**config.mk**
```make
export PLATFORM = sky130hd
export DESIGN_NAME = flux_capture_ctrl
export DESIGN_NICKNAME = d
export VERILOG_FILES = /design/src/rtl/flux_cap_pkg.sv /design/src/rtl/flux_sync2.sv /design/src/rtl/flux_sync_detect.sv /design/src/rtl/flux_event_qual.sv /design/src/rtl/flux_packer.sv /design/src/rtl/flux_capture_ctrl.sv
export SDC_FILE = /design/constraint.sdc
export NUM_CORES = 1
export LEC_CHECK = 0
export ABC_AREA = 1
export ABC_CLOCK_PERIOD_IN_PS = 4300
export BUFFER_PORTS_ARGS = -buffer_cell sky130_fd_sc_hd__buf_2
export CORE_ASPECT_RATIO = 1.1
export CORE_MARGIN = 2
export CORE_UTILIZATION = 55
export DETAILED_ROUTE_END_ITERATION = 7
export PLACE_DENSITY = 0.74
export SKIP_CTS_REPAIR_TIMING = 1
export SYNTH_ARGS = -nofsm -noshare
export SYNTH_HDL_FRONTEND = slang
export SYNTH_HIERARCHICAL = 1
export SYNTH_SLANG_ARGS = --single-unit
export TNS_END_PERCENT = 50
```
**constraint.sdc**
```tcl
create_clock -name clk -period 4.3 [get_ports clk]
set_input_delay 0.215 -clock clk [delete_from_list [all_inputs] [get_ports clk]]
set_output_delay 0.215 -clock clk [all_outputs]
set_load 0.02 [all_outputs]
```
**src/rtl/flux_cap_pkg.sv**
```systemverilog
// Shared constants for the flux capture controller.
// Assumes a two-bit event-source field and a two-bit register select.
package flux_cap_pkg;
    typedef enum logic [1:0] {
        ST_IDLE  = 2'd0,
        ST_ARMED = 2'd1,
        ST_CAPT  = 2'd2,
        ST_DONE  = 2'd3
    } cap_state_t;

    localparam logic [1:0] SRC_SYNC     = 2'd0;
    localparam logic [1:0] SRC_IDX_RISE = 2'd1;
    localparam logic [1:0] SRC_IDX_FALL = 2'd2;
    localparam logic [1:0] SRC_SECTOR   = 2'd3;

    localparam logic [1:0] REG_CMD   = 2'd0;
    localparam logic [1:0] REG_START = 2'd1;
    localparam logic [1:0] REG_STOP  = 2'd2;
    localparam logic [1:0] REG_SYNC  = 2'd3;
endpackage

```
**src/rtl/flux_sync2.sv**
```systemverilog
// Two-flop synchronizer bank for asynchronous drive lines.
// Gives the synchronized level and its value one clock earlier, so the
// parent can form edges. Assumes inputs are slow compared with clk.
module flux_sync2 #(
    parameter int W = 3
) (
    input  logic         clk,
    input  logic         rst_n,
    input  logic [W-1:0] async_i,
    output logic [W-1:0] lvl_o,
    output logic [W-1:0] prev_o
);
    logic [W-1:0] meta_q;

    // Capture, settle, then hold one older copy for edge detection.
    always_ff @(posedge clk) begin
        if (!rst_n) begin
            meta_q <= '0;
            lvl_o  <= '0;
            prev_o <= '0;
        end else begin
            meta_q <= async_i;
            lvl_o  <= meta_q;
            prev_o <= lvl_o;
        end
    end
endmodule

```
**src/rtl/flux_sync_detect.sv**
```systemverilog
// MFM sync-word detector shared by the start and stop conditions.
// A free-running timer cuts the stream into cells of CLK_PER_BIT/2 clocks.
// A cell is 1 when a flux rising edge fell inside it. match_o pulses for one
// clock after a cell boundary at which the last SYNC_W cells equal word_i.
// Assumes CLK_PER_BIT is at least 4, so a cell lasts at least two clocks.
module flux_sync_detect #(
    parameter int CLK_PER_BIT = 32,
    parameter int SYNC_W      = 16
) (
    input  logic              clk,
    input  logic              rst_n,
    input  logic              flux_rise_i,
    input  logic [SYNC_W-1:0] word_i,
    output logic              match_o
);
    localparam int CELL = CLK_PER_BIT / 2;
    localparam int TW   = (CELL > 1) ? $clog2(CELL) : 1;
    localparam logic [TW-1:0] LAST = TW'(CELL - 1);

    logic [TW-1:0]     timer_q;
    logic              seen_q;
    logic [SYNC_W-1:0] cells_q;
    logic [SYNC_W-1:0] cells_nx;

    assign cells_nx = {cells_q[SYNC_W-2:0], seen_q | flux_rise_i};

    // Cell timing, cell shift register and registered match pulse.
    always_ff @(posedge clk) begin
        if (!rst_n) begin
            timer_q <= '0;
            seen_q  <= 1'b0;
            cells_q <= '0;
            match_o <= 1'b0;
        end else begin
            match_o <= 1'b0;
            if (timer_q == LAST) begin
                timer_q <= '0;
                seen_q  <= 1'b0;
                cells_q <= cells_nx;
                match_o <= (cells_nx == word_i);
            end else begin
                timer_q <= timer_q + 1'b1;
                seen_q  <= seen_q | flux_rise_i;
            end
        end
    end

    // a match is a single-clock pulse, never two in a row.
    assert_match_pulse_R7: assert property (@(posedge clk) disable iff (!rst_n)
        match_o |=> !match_o);
endmodule

```
**src/rtl/flux_event_qual.sv**
```systemverilog
// Counts qualifying events and fires on the Nth one (a count of 0 acts as 1).
// Counts only while enable_i is high. fire_o is combinational with the event.
// Assumes the parent stops enabling the counter once it has fired.
module flux_event_qual #(
    parameter int CNT_W = 5
) (
    input  logic             clk,
    input  logic             rst_n,
    input  logic             clear_i,
    input  logic             enable_i,
    input  logic             ev_i,
    input  logic [CNT_W-1:0] target_i,
    output logic             fire_o
);
    logic [CNT_W:0] cnt_q;
    logic [CNT_W:0] need;

    assign need   = (target_i == '0) ? (CNT_W+1)'(1) : {1'b0, target_i};
    assign fire_o = enable_i && ev_i && ((cnt_q + 1'b1) >= need);

    // Occurrence counter, cleared when the controller is armed.
    always_ff @(posedge clk) begin
        if (!rst_n || clear_i) begin
            cnt_q <= '0;
        end else if (enable_i && ev_i && !fire_o) begin
            cnt_q <= cnt_q + 1'b1;
        end
    end

    // counting past the target stays impossible while enabled.
    assert_count_bound_R4: assert property (@(posedge clk) disable iff (!rst_n)
        (enable_i && !clear_i && $stable(target_i) && $past(enable_i)) |-> (cnt_q < need));
endmodule

```
**src/rtl/flux_packer.sv**
```systemverilog
// Packs one sample per enabled clock into DATA_W-bit words, earliest sample
// in the MSB, and issues a registered SRAM write per full word at ascending
// addresses. wrap_o flags the clock in which the top address is being filled.
module flux_packer #(
    parameter int ADDR_W = 17,
    parameter int DATA_W = 8
) (
    input  logic              clk,
    input  logic              rst_n,
    input  logic              clear_i,
    input  logic              enable_i,
    input  logic              sample_i,
    output logic              we_o,
    output logic [ADDR_W-1:0] addr_o,
    output logic [DATA_W-1:0] data_o,
    output logic [ADDR_W-1:0] next_addr_o,
    output logic              wrap_o
);
    localparam int BW = $clog2(DATA_W);
    localparam logic [BW-1:0] BLAST = BW'(DATA_W - 1);

    logic [DATA_W-1:0] sh_q;
    logic [BW-1:0]     bcnt_q;
    logic [ADDR_W-1:0] wr_q;
    logic [DATA_W-1:0] word_nx;

    assign word_nx     = {sh_q[DATA_W-2:0], sample_i};
    assign next_addr_o = wr_q;
    assign wrap_o      = enable_i && (bcnt_q == BLAST) && (wr_q == '1);

    // Sample shifting, word completion and write address advance.
    always_ff @(posedge clk) begin
        if (!rst_n) begin
            sh_q   <= '0;
            bcnt_q <= '0;
            wr_q   <= '0;
            we_o   <= 1'b0;
            addr_o <= '0;
            data_o <= '0;
        end else begin
            we_o <= 1'b0;
            if (clear_i) begin
                bcnt_q <= '0;
                wr_q   <= '0;
            end else if (enable_i) begin
                sh_q <= word_nx;
                if (bcnt_q == BLAST) begin
                    bcnt_q <= '0;
                    we_o   <= 1'b1;
                    addr_o <= wr_q;
                    data_o <= word_nx;
                    wr_q   <= wr_q + 1'b1;
                end else begin
                    bcnt_q <= bcnt_q + 1'b1;
                end
            end
        end
    end

    // each write goes to the address just below the current pointer.
    assert_addr_step_R5: assert property (@(posedge clk) disable iff (!rst_n)
        we_o |-> (addr_o + 1'b1 == wr_q) || $past(clear_i));
endmodule

```
**src/rtl/flux_capture_ctrl.sv**
```systemverilog
// Floppy flux capture trigger controller, top level.
// Holds the configuration registers and the idle/armed/capturing/done
// sequence. Selects start and stop events from one shared sync detector and
// the synchronized index and sector lines, and drives the SRAM packer.
// Assumes clk runs at CLK_PER_BIT times the disc bit rate.
module flux_capture_ctrl
    import flux_cap_pkg::*;
#(
    parameter int ADDR_W      = 17,
    parameter int DATA_W      = 8,
    parameter int CLK_PER_BIT = 32,
    parameter int SYNC_W      = 16,
    parameter int CNT_W       = 5,
    parameter logic [SYNC_W-1:0] SYNC_INIT = 16'h4489
) (
    input  logic              clk,
    input  logic              rst_n,
    input  logic              cfg_we,
    input  logic [1:0]        cfg_addr,
    input  logic [SYNC_W-1:0] cfg_wdata,
    input  logic              rd_data_i,
    input  logic              index_i,
    input  logic              sector_i,
    output logic              sram_we_o,
    output logic [ADDR_W-1:0] sram_addr_o,
    output logic [DATA_W-1:0] sram_wdata_o,
    output logic [1:0]        state_o,
    output logic              overflow_o,
    output logic [ADDR_W-1:0] end_addr_o,
    output logic              sync_hit_o
);
    cap_state_t        st_q;
    logic [1:0]        src_q [2];
    logic [CNT_W-1:0]  n_q   [2];
    logic [SYNC_W-1:0] word_q;
    logic [2:0]        lvl, prev;
    logic              rd_rise, idx_rise, idx_fall, sec_rise;
    logic [1:0]        ev, en, fire;
    logic              cmd_arm, cmd_abort, arm_go, wrap;

    flux_sync2 #(.W(3)) u_sync2 (
        .clk(clk), .rst_n(rst_n),
        .async_i({sector_i, index_i, rd_data_i}),
        .lvl_o(lvl), .prev_o(prev)
    );

    assign rd_rise  = lvl[0] & ~prev[0];
    assign idx_rise = lvl[1] & ~prev[1];
    assign idx_fall = ~lvl[1] & prev[1];
    assign sec_rise = lvl[2] & ~prev[2];

    flux_sync_detect #(.CLK_PER_BIT(CLK_PER_BIT), .SYNC_W(SYNC_W)) u_det (
        .clk(clk), .rst_n(rst_n), .flux_rise_i(rd_rise),
        .word_i(word_q), .match_o(sync_hit_o)
    );

    assign cmd_arm   = cfg_we && (cfg_addr == REG_CMD) && cfg_wdata[0];
    assign cmd_abort = cfg_we && (cfg_addr == REG_CMD) && cfg_wdata[1];
    assign arm_go    = cmd_arm && !cmd_abort && (st_q == ST_IDLE || st_q == ST_DONE);
    assign en        = {st_q == ST_CAPT, st_q == ST_ARMED};

    // Index 0 is the start condition, index 1 the stop condition.
    for (genvar k = 0; k < 2; k++) begin : g_cond
        assign ev[k] = (src_q[k] == SRC_SYNC)     ? sync_hit_o :
                       (src_q[k] == SRC_IDX_RISE) ? idx_rise   :
                       (src_q[k] == SRC_IDX_FALL) ? idx_fall   : sec_rise;

        flux_event_qual #(.CNT_W(CNT_W)) u_qual (
            .clk(clk), .rst_n(rst_n), .clear_i(arm_go),
            .enable_i(en[k]), .ev_i(ev[k]), .target_i(n_q[k]),
            .fire_o(fire[k])
        );
    end

    flux_packer #(.ADDR_W(ADDR_W), .DATA_W(DATA_W)) u_pack (
        .clk(clk), .rst_n(rst_n), .clear_i(arm_go),
        .enable_i(st_q == ST_CAPT), .sample_i(lvl[0]),
        .we_o(sram_we_o), .addr_o(sram_addr_o), .data_o(sram_wdata_o),
        .next_addr_o(end_addr_o), .wrap_o(wrap)
    );

    // Configuration register writes.
    always_ff @(posedge clk) begin
        if (!rst_n) begin
            src_q[0] <= SRC_IDX_RISE;
            src_q[1] <= SRC_IDX_RISE;
            n_q[0]   <= CNT_W'(1);
            n_q[1]   <= CNT_W'(1);
            word_q   <= SYNC_INIT;
        end else if (cfg_we) begin
            case (cfg_addr)
                REG_START: begin
                    src_q[0] <= cfg_wdata[1:0];
                    n_q[0]   <= cfg_wdata[2 +: CNT_W];
                end
                REG_STOP: begin
                    src_q[1] <= cfg_wdata[1:0];
                    n_q[1]   <= cfg_wdata[2 +: CNT_W];
                end
                REG_SYNC: word_q <= cfg_wdata;
                default: ;
            endcase
        end
    end

    // Capture sequence and overflow flag.
    always_ff @(posedge clk) begin
        if (!rst_n) begin
            st_q       <= ST_IDLE;
            overflow_o <= 1'b0;
        end else if (cmd_abort) begin
            st_q       <= ST_IDLE;
            overflow_o <= 1'b0;
        end else if (arm_go) begin
            st_q       <= ST_ARMED;
            overflow_o <= 1'b0;
        end else begin
            case (st_q)
                ST_ARMED: if (fire[0]) st_q <= ST_CAPT;
                ST_CAPT: begin
                    if (fire[1] || wrap) st_q <= ST_DONE;
                    if (wrap) overflow_o <= 1'b1;
                end
                default: ;
            endcase
        end
    end

    assign state_o = st_q;

    // SRAM writes only follow a capturing clock.
    assert_we_capture_R5: assert property (@(posedge clk) disable iff (!rst_n)
        sram_we_o |-> $past(st_q == ST_CAPT));
    // overflow is only ever seen in the done state.
    assert_ovf_done_R8: assert property (@(posedge clk) disable iff (!rst_n)
        overflow_o |-> (st_q == ST_DONE));
    // idle can only lead to idle or armed.
    assert_no_skip_R2: assert property (@(posedge clk) disable iff (!rst_n)
        (st_q == ST_IDLE) |=> (st_q == ST_IDLE || st_q == ST_ARMED));
    // the end address is frozen while done and not re-armed.
    assert_end_frozen_R6: assert property (@(posedge clk) disable iff (!rst_n)
        (st_q == ST_DONE && $past(st_q == ST_DONE) && !arm_go) |=> $stable(end_addr_o));
endmodule

```
-- After elaboration in Yosys (flattened, before gate mapping)
Memory sizes are Yosys's and may differ from the RTL's.
Index checks and enable logic that the tools add are counted.
- bits in registers: 114
- memory bits (writable): 14
- input port bits: 24
- output and inout bits: 47
- word-level logic and storage cells: 130
- memories: 2
- memories (name ; words ; width ; read ports ; clocked after memory_dff ; wr ports ; line ; text):
    n_q ; 2 ; 5 ; 2 ; 0 ; 2 ; flux_capture_ctrl.sv:34 ; logic [CNT_W-1:0] n_q [2];
    src_q ; 2 ; 2 ; 2 ; 0 ; 2 ; flux_capture_ctrl.sv:33 ; logic [1:0] src_q [2];
- add/subtract/negate cells: 5
- $lt $le $gt $ge: 2
- eq/ne operators: 18
- mux-type cells: 27
- bitwise logic cells: 16
- reduce and logical (&&, ||, !) cells: 41
- operators with widths (cell ; number):
    $mux W5 ; 4
    $add A17 B1 Y17 const B ; 1
    $eq A17 B17 Y1 const B ; 1
    $mux W1 ; 17
    $eq A16 B16 Y1 ; 1
    $logic_and A1 B1 Y1 ; 13
    $add A6 B1 Y6 const B ; 2
    $eq A2 B2 Y1 const B ; 6
    $ge A6 B6 Y1 ; 2
    $logic_not A5 Y1 ; 2
    $reduce_and A2 Y1 ; 5
    $reduce_and A3 Y1 ; 3
    $eq A2 B1 Y1 const B ; 4
    $logic_not A2 Y1 ; 4
    $mux W2 ; 4
    $not A1 Y1 ; 7
    $ne A3 B2 Y1 const B ; 2
    $reduce_or A2 Y1 ; 3
    $reduce_or A3 Y1 ; 2
    $or A1 B1 Y1 ; 5
    $add A4 B1 Y4 const B ; 1
    $and A1 B1 Y1 ; 4
    $eq A4 B4 Y1 const B ; 1
    $logic_not A1 Y1 ; 4
    other kinds (8) ; 11

-- Logic depth before layout (Yosys ltp)
- depth after elaboration: 11
- gate-level depth with buffers: 19
- gate-level depth less buffers: 19

-- Modules after synthesis
The synthesis kept the hierarchy.
- by module, submodules not included (module ; instances ; cells an instance ; area an instance (um^2) ; sequential area each (um^2)):
    flux_packer ; 1 ; 287 ; 2195.9 ; 1061.0
    flux_capture_ctrl ; 1 ; 147 ; 1355.0 ; 800.8
    flux_event_qual ; 2 ; 83 ; 535.5 ; 120.1
    flux_sync_detect ; 1 ; 137 ; 964.7 ; 420.4
    flux_sync2 ; 1 ; 28 ; 259.0 ; 180.2

-- Least setup slack after synthesis
No wires, ideal clock.
- path kind: register to register
- start point: reg u_pack.wr_q[0], in the netlist u_pack/next_addr_o[0]
- end point: reg st_q[0], in the netlist state_o[0]
- library setup time: 0.116 ns
- arrival time: 1.785 ns
- required time: 4.184 ns
- setup slack: 2.399 ns
- stages on the path, launching flop included: 12
- path buffers: 0
- clock period less this slack: 1.901 ns
- cell sequence: dfxtp_1 ha_1 nand3_1 nor4_1 ha_1 inv_1 nor2_1 nor2_1 nand2_1 nand3_1 nand2_1 a21oi_1
- word-level cells in the longest chain between the ends: 5
- RTL lines (element ; line ; text):
    from (decl) ; flux_packer.sv:24 ; logic [ADDR_W-1:0] wr_q;
    from (signal assigned) ; flux_packer.sv:52 ; wr_q <= wr_q + 1'b1;
    $eq A17 B17 Y1 ; flux_packer.sv:29 ; assign wrap_o = enable_i && (bcnt_q == BLAST) && (wr_q == '1);
    $logic_and A1 B1 Y1 ; flux_packer.sv:29 ;
    net wrap ; flux_capture_ctrl.sv:39 ; logic cmd_arm, cmd_abort, arm_go, wrap;
    $logic_or A1 B1 Y1 ; flux_capture_ctrl.sv:121 ; if (fire[1] || wrap) st_q <= ST_DONE;
    $ne A3 B2 Y1 (no line) ; -- ;
    $reduce_and A3 Y1 (no line) ; -- ;
    to (signal assigned) ; flux_capture_ctrl.sv:115 ; st_q <= ST_ARMED;
    to (signal assigned) ; flux_capture_ctrl.sv:119 ; ST_ARMED: if (fire[0]) st_q <= ST_CAPT;
    to (signal assigned) ; flux_capture_ctrl.sv:121 ;
    to (decl) ; flux_capture_ctrl.sv:32 ; cap_state_t st_q;
The timed path passes the listed nets, and every way through them passes these cells.
A chain may end at the register's enable or synchronous reset.

-- Worst setup path in the final report
- start point: reg st_q[0], in the netlist state_o[0]
- end point: reg u_pack.addr_o[12]
- word-level cells in the longest chain between the ends: 5
- elaborated cells between the ends (all ways): 7
- classes of those cells: eq/ne (2); bitwise (1); reduce/logical (4)
- RTL lines (element ; line ; text):
    from (signal assigned) ; flux_capture_ctrl.sv:109 ; st_q <= ST_IDLE;
    from (signal assigned) ; flux_capture_ctrl.sv:112 ; st_q <= ST_IDLE;
    from (signal assigned) ; flux_capture_ctrl.sv:115 ;
    $eq A2 B2 Y1 or $logic_not A2 Y1 (tied branches) ; flux_capture_ctrl.sv:59 ; assign arm_go = cmd_arm && !cmd_abort && (st_q == ST_IDLE || st_q == ST_DONE);
    $logic_or A1 B1 Y1 (*) ; flux_capture_ctrl.sv:59 ;
    $logic_and A1 B1 Y1 (*) ; flux_capture_ctrl.sv:59 ;
    net arm_go ; flux_capture_ctrl.sv:39 ;
    $not A1 Y1 (no line) (*) ; -- ;
    $reduce_and A3 Y1 (no line) (*) ; -- ;
    to (signal assigned) ; flux_packer.sv:50 ; addr_o <= wr_q;
    to (decl) ; flux_packer.sv:14 ; output logic [ADDR_W-1:0] addr_o,
Mark *: on every way through the listed nets, which the timed path passes. The rest lies on a longest branch.

==> metrics.md <==
| Metric | Value |
|---|---|
| Status | finished with violations |
| TritonCTS clock tree | done |
| HP Class | in -> reg |
| Layout Nets | 882 |
| Drt total wl | 12500 microns |
| Die Footprint | 11500 sq um |
| Crit path to | u_pack/addr_o[12]$_SDFFE_PN0P_ |
| Vias in the first global route | 4775 |
| Leak pwr | 0.00324 uW |
| Yosys reg bits | 128 |
| Gate power share | 0.075 |
| Critical path class | reg -> reg |
| Crit path launch | state_o[0]$_SDFFE_PP0P_ |
| Area of the core | between 10000 and 15000 sq um |
| Detailed-route vias per instance | approximately 5 |
| # DRC | 0 |
| Final setup TNS | 0 ns |
| DR vias | 4999 |
| Mapped Avg Cell Area | between 7 and 8 sq um |
| DIE HEIGHT | 112 microns |
| Int Power | approximately 2200 uW |
| Row Count | 39 |
| Wire per inst | 12.5 microns |
| Register share of total power | 0.444 |
| Seq/Total Area, Yosys | 0.462 |
| P_sw | 690 uW |
| Post-DP HPWL | 8980 microns |
| First-pass GRT wire length | 21200 microns |
| GRT Residual Overflow | 0 |
| First-pass DRT Iterations | 5 |
| Yosys cell types | 41 |
| Actual transition at the worst max-transition pin | 0.723 ns |
| Hold WS | -0.00747 ns |
| Tcrit/Tclk final | 0.528 |
| Top_reg_cell synth | dfxtp_1 |
| Root buffer selected by CTS | clkbuf_16 |
| Total CTS buffers | 17 |
| Yosys warnings | 6 |
| Slew headroom | 0.517 |
| Minimum clock period | 2.27 ns |
| Failing checks | hold timing |
| Die width | between 100 and 150 microns |
| Data arrival, critical path | 2.57 ns |
| Layout cells sized above 1 | 0.165 |
| Max H-tree Level | 4 |
| Initial Utilization | 0.562 |
| ANT cells | 0 |
| Routability cong. | 0.841 |
| Worst-skew pair later-pin latency | about 0.4 ns |
| Max-Cap Viols | 0 |
| Mapped Area | 5850 sq um |
| R2R Path End | u_pack/addr_o[12]$_SDFFE_PN0P_ |
| Switch share | 0.239 |
| Critical Path End Type | register |
| Most common cell after layout, fill and taps aside | nand2_1 |
| Worst-case reg-to-reg path depth | 10 |
| Post-synth ARST share | 0 |
| Power Dens Cells | 423 nW/um^2 |
| Max Clk Rate | around 440 MHz |
| Clock Power Share | 0.481 |
| Antenna-violating nets left | 0 |
| DRT iter0 DRCs | 320 |
| Hold Fails Final Rpt | 2 |
| Clk buf depth | 2 |
| Worst r2r src | state_o[0]$_SDFFE_PP0P_ |
| # setup viols final | 0 |
| Crit path required time | approximately 4.6 ns |
| Number of synthesized flops with an enable pin | 14 |
| RSZ-0062 raised after global routing | false |
| Syn_nets | 808 |
| Clock skew | 0.00972 ns |
| Commonest non-fill, non-tap cells in the layout | nand2_1, inv_1, dfxtp_1 |
| Fin. max-slew vios | 0 |
| Area growth syn-to-layout | 16.8% |
| R2r setup slk | between 2 and 2.5 ns |
| Fill cell count | around 890 |
| Initial antenna violation count | 0 |
| Clock-pin slew on the worst setup and hold paths | around 0.06 ns |
| Mapped Cells | 765 |
| Worst vdd ir | 305 uV |
| I/O Buffers | 70 |
| Clk sinks | 128 |
| Worst Path Max Fanout | 38 |
| Startpoint types | register |
| Largest net degree at the start of global routing | 51 |
| GRT Overall Usage | 0.231 |
| I/O pins | 71 |
## area by class of cell
class,count,area [sq um],area share
Multi-Input combinational cell,475,2450,0.359
Inverter,145,549,0.0804
Clock buffer,18,439,0.0643
Clock inverter,14,138,0.0202
Tap cell,143,179,0.0262
Timing Repair Buffer,72,368,0.0539
Sequential cell,128,2700,0.396
## logic make-up after synthesis
kind of cell    synth area share
xor+xnor                  0.0150
mux                      0.00171
fa+ha+maj                 0.0407
compound gates             0.115
flops                      0.462
buf+inv                    0.118
simple gates               0.248
## per-stage QoR
step / area [sq um] / power [uW] / utilization / cells / worst slack [ns]
final: 6830 / 2890 / 0.657 / 995 / 2.03
after global routing: 6830 / 3000 / 0.657 / 995 / 1.79
after CTS: 6820 / 2910 / 0.656 / 994 / 2.03
after detailed placement: 6240 / 1520 / 0.601 / 962 / 2.05
after global placement: 6240 / 1510 / 0.601 / 962 / 2.13
after floorplan: 5850 / 1470 / - / 765 / 2.40
## critical path, stage by stage, from the launching register on
cell and delay (ns):
dfxtp_1 0.36, inv_1 0.06, ha_1 0.31, nand2_1 0.08, nor2_1 0.04, nand2_1 0.09, inv_1 0.12, nor2_4 0.60
inv_2 0.26, nor2_1 0.16, nor2_1 0.06
## per-layer routing
layer / track usage / vias up / share of wire
met2: 0.414 / 116 / 0.52
li1: - / 2555 / -
met1: 0.272 / 2319 / 0.43
met3: 0.0511 / 9 / 0.038
met4: 0.0684 / 0 / 0.0075
met5: 0 / - / 0
## flip-flops by register name, summed over array words and instances, names as in the netlist, 2 cells and up
name	count
u_sync2/prev_o	3
u_pack/next_addr_o	17
u_pack/data_o	8
u_pack/sh_q	7
u_pack/bcnt_q	3
u_det/timer_q	4
state_o	2
u_sync2/meta_q	3
word_q	16
g_cond.u_qual/cnt_q	12
u_pack/addr_o	17
n_q	10
src_q	4
u_sync2/lvl_o	3
u_det/cells_q	15
## power groups by stage
stage	Combinational [uW]	Clock, uW	Sequential [uW]
after floorplan	162	0	1300
after global placement	203	0	1310
after detailed placement	213	0	1310
after CTS	216	1410	1280
after global routing	250	1470	1290
final	216	1390	1280
## synthesized netlist by cell type (2+ instances only)
cell	instances	area (sq um)
nor2_4	4	45.0
o22ai_1	15	93.8
ha_1	19	238
inv_1	137	514
edfxtp_1	14	420
buf_2	5	25.0
xnor2_1	3	26.3
nor3_2	2	20.0
nand3_4	3	52.6
dfxtp_1	114	2280
nand3_1	25	125
buf_6	7	78.8
nor3_1	5	25.0
nand2_1	164	616
a21oi_1	44	220
clkbuf_1	2	7.51
o21ai_0	45	225
nand3_2	2	20.0
or2_1	2	12.5
o21bai_1	2	15.0
o21a_1	3	22.5
inv_2	7	26.3
nand4_1	14	87.6
a41o_1	2	20.0
o211ai_1	3	22.5
nand2_2	8	50.1
nor2_1	89	334
nor2_2	5	31.3
a21oi_2	2	17.5
xor2_1	7	61.3
## how the worst min path moves through the flow
stage / slack, ns / endpoint / cells past startpoint / startpoint
after CTS: -0.02 / u_sync2/meta_q[2]$_SDFF_PN0_ / 3 / sector_i
after global placement: 0.40 / u_sync2/lvl_o[0]$_SDFF_PN0_ / 2 / u_sync2/meta_q[0]$_SDFF_PN0_
after detailed placement: 0.40 / u_sync2/lvl_o[0]$_SDFF_PN0_ / 2 / u_sync2/meta_q[0]$_SDFF_PN0_
after floorplan: 0.31 / u_sync2/meta_q[0]$_SDFF_PN0_ / 2 / rd_data_i
after global routing: 0.005 / u_sync2/meta_q[0]$_SDFF_PN0_ / 3 / rd_data_i
final: -0.007 / u_sync2/meta_q[0]$_SDFF_PN0_ / 3 / rd_data_i
No activity file was read; power rests on OpenSTA's default activity.
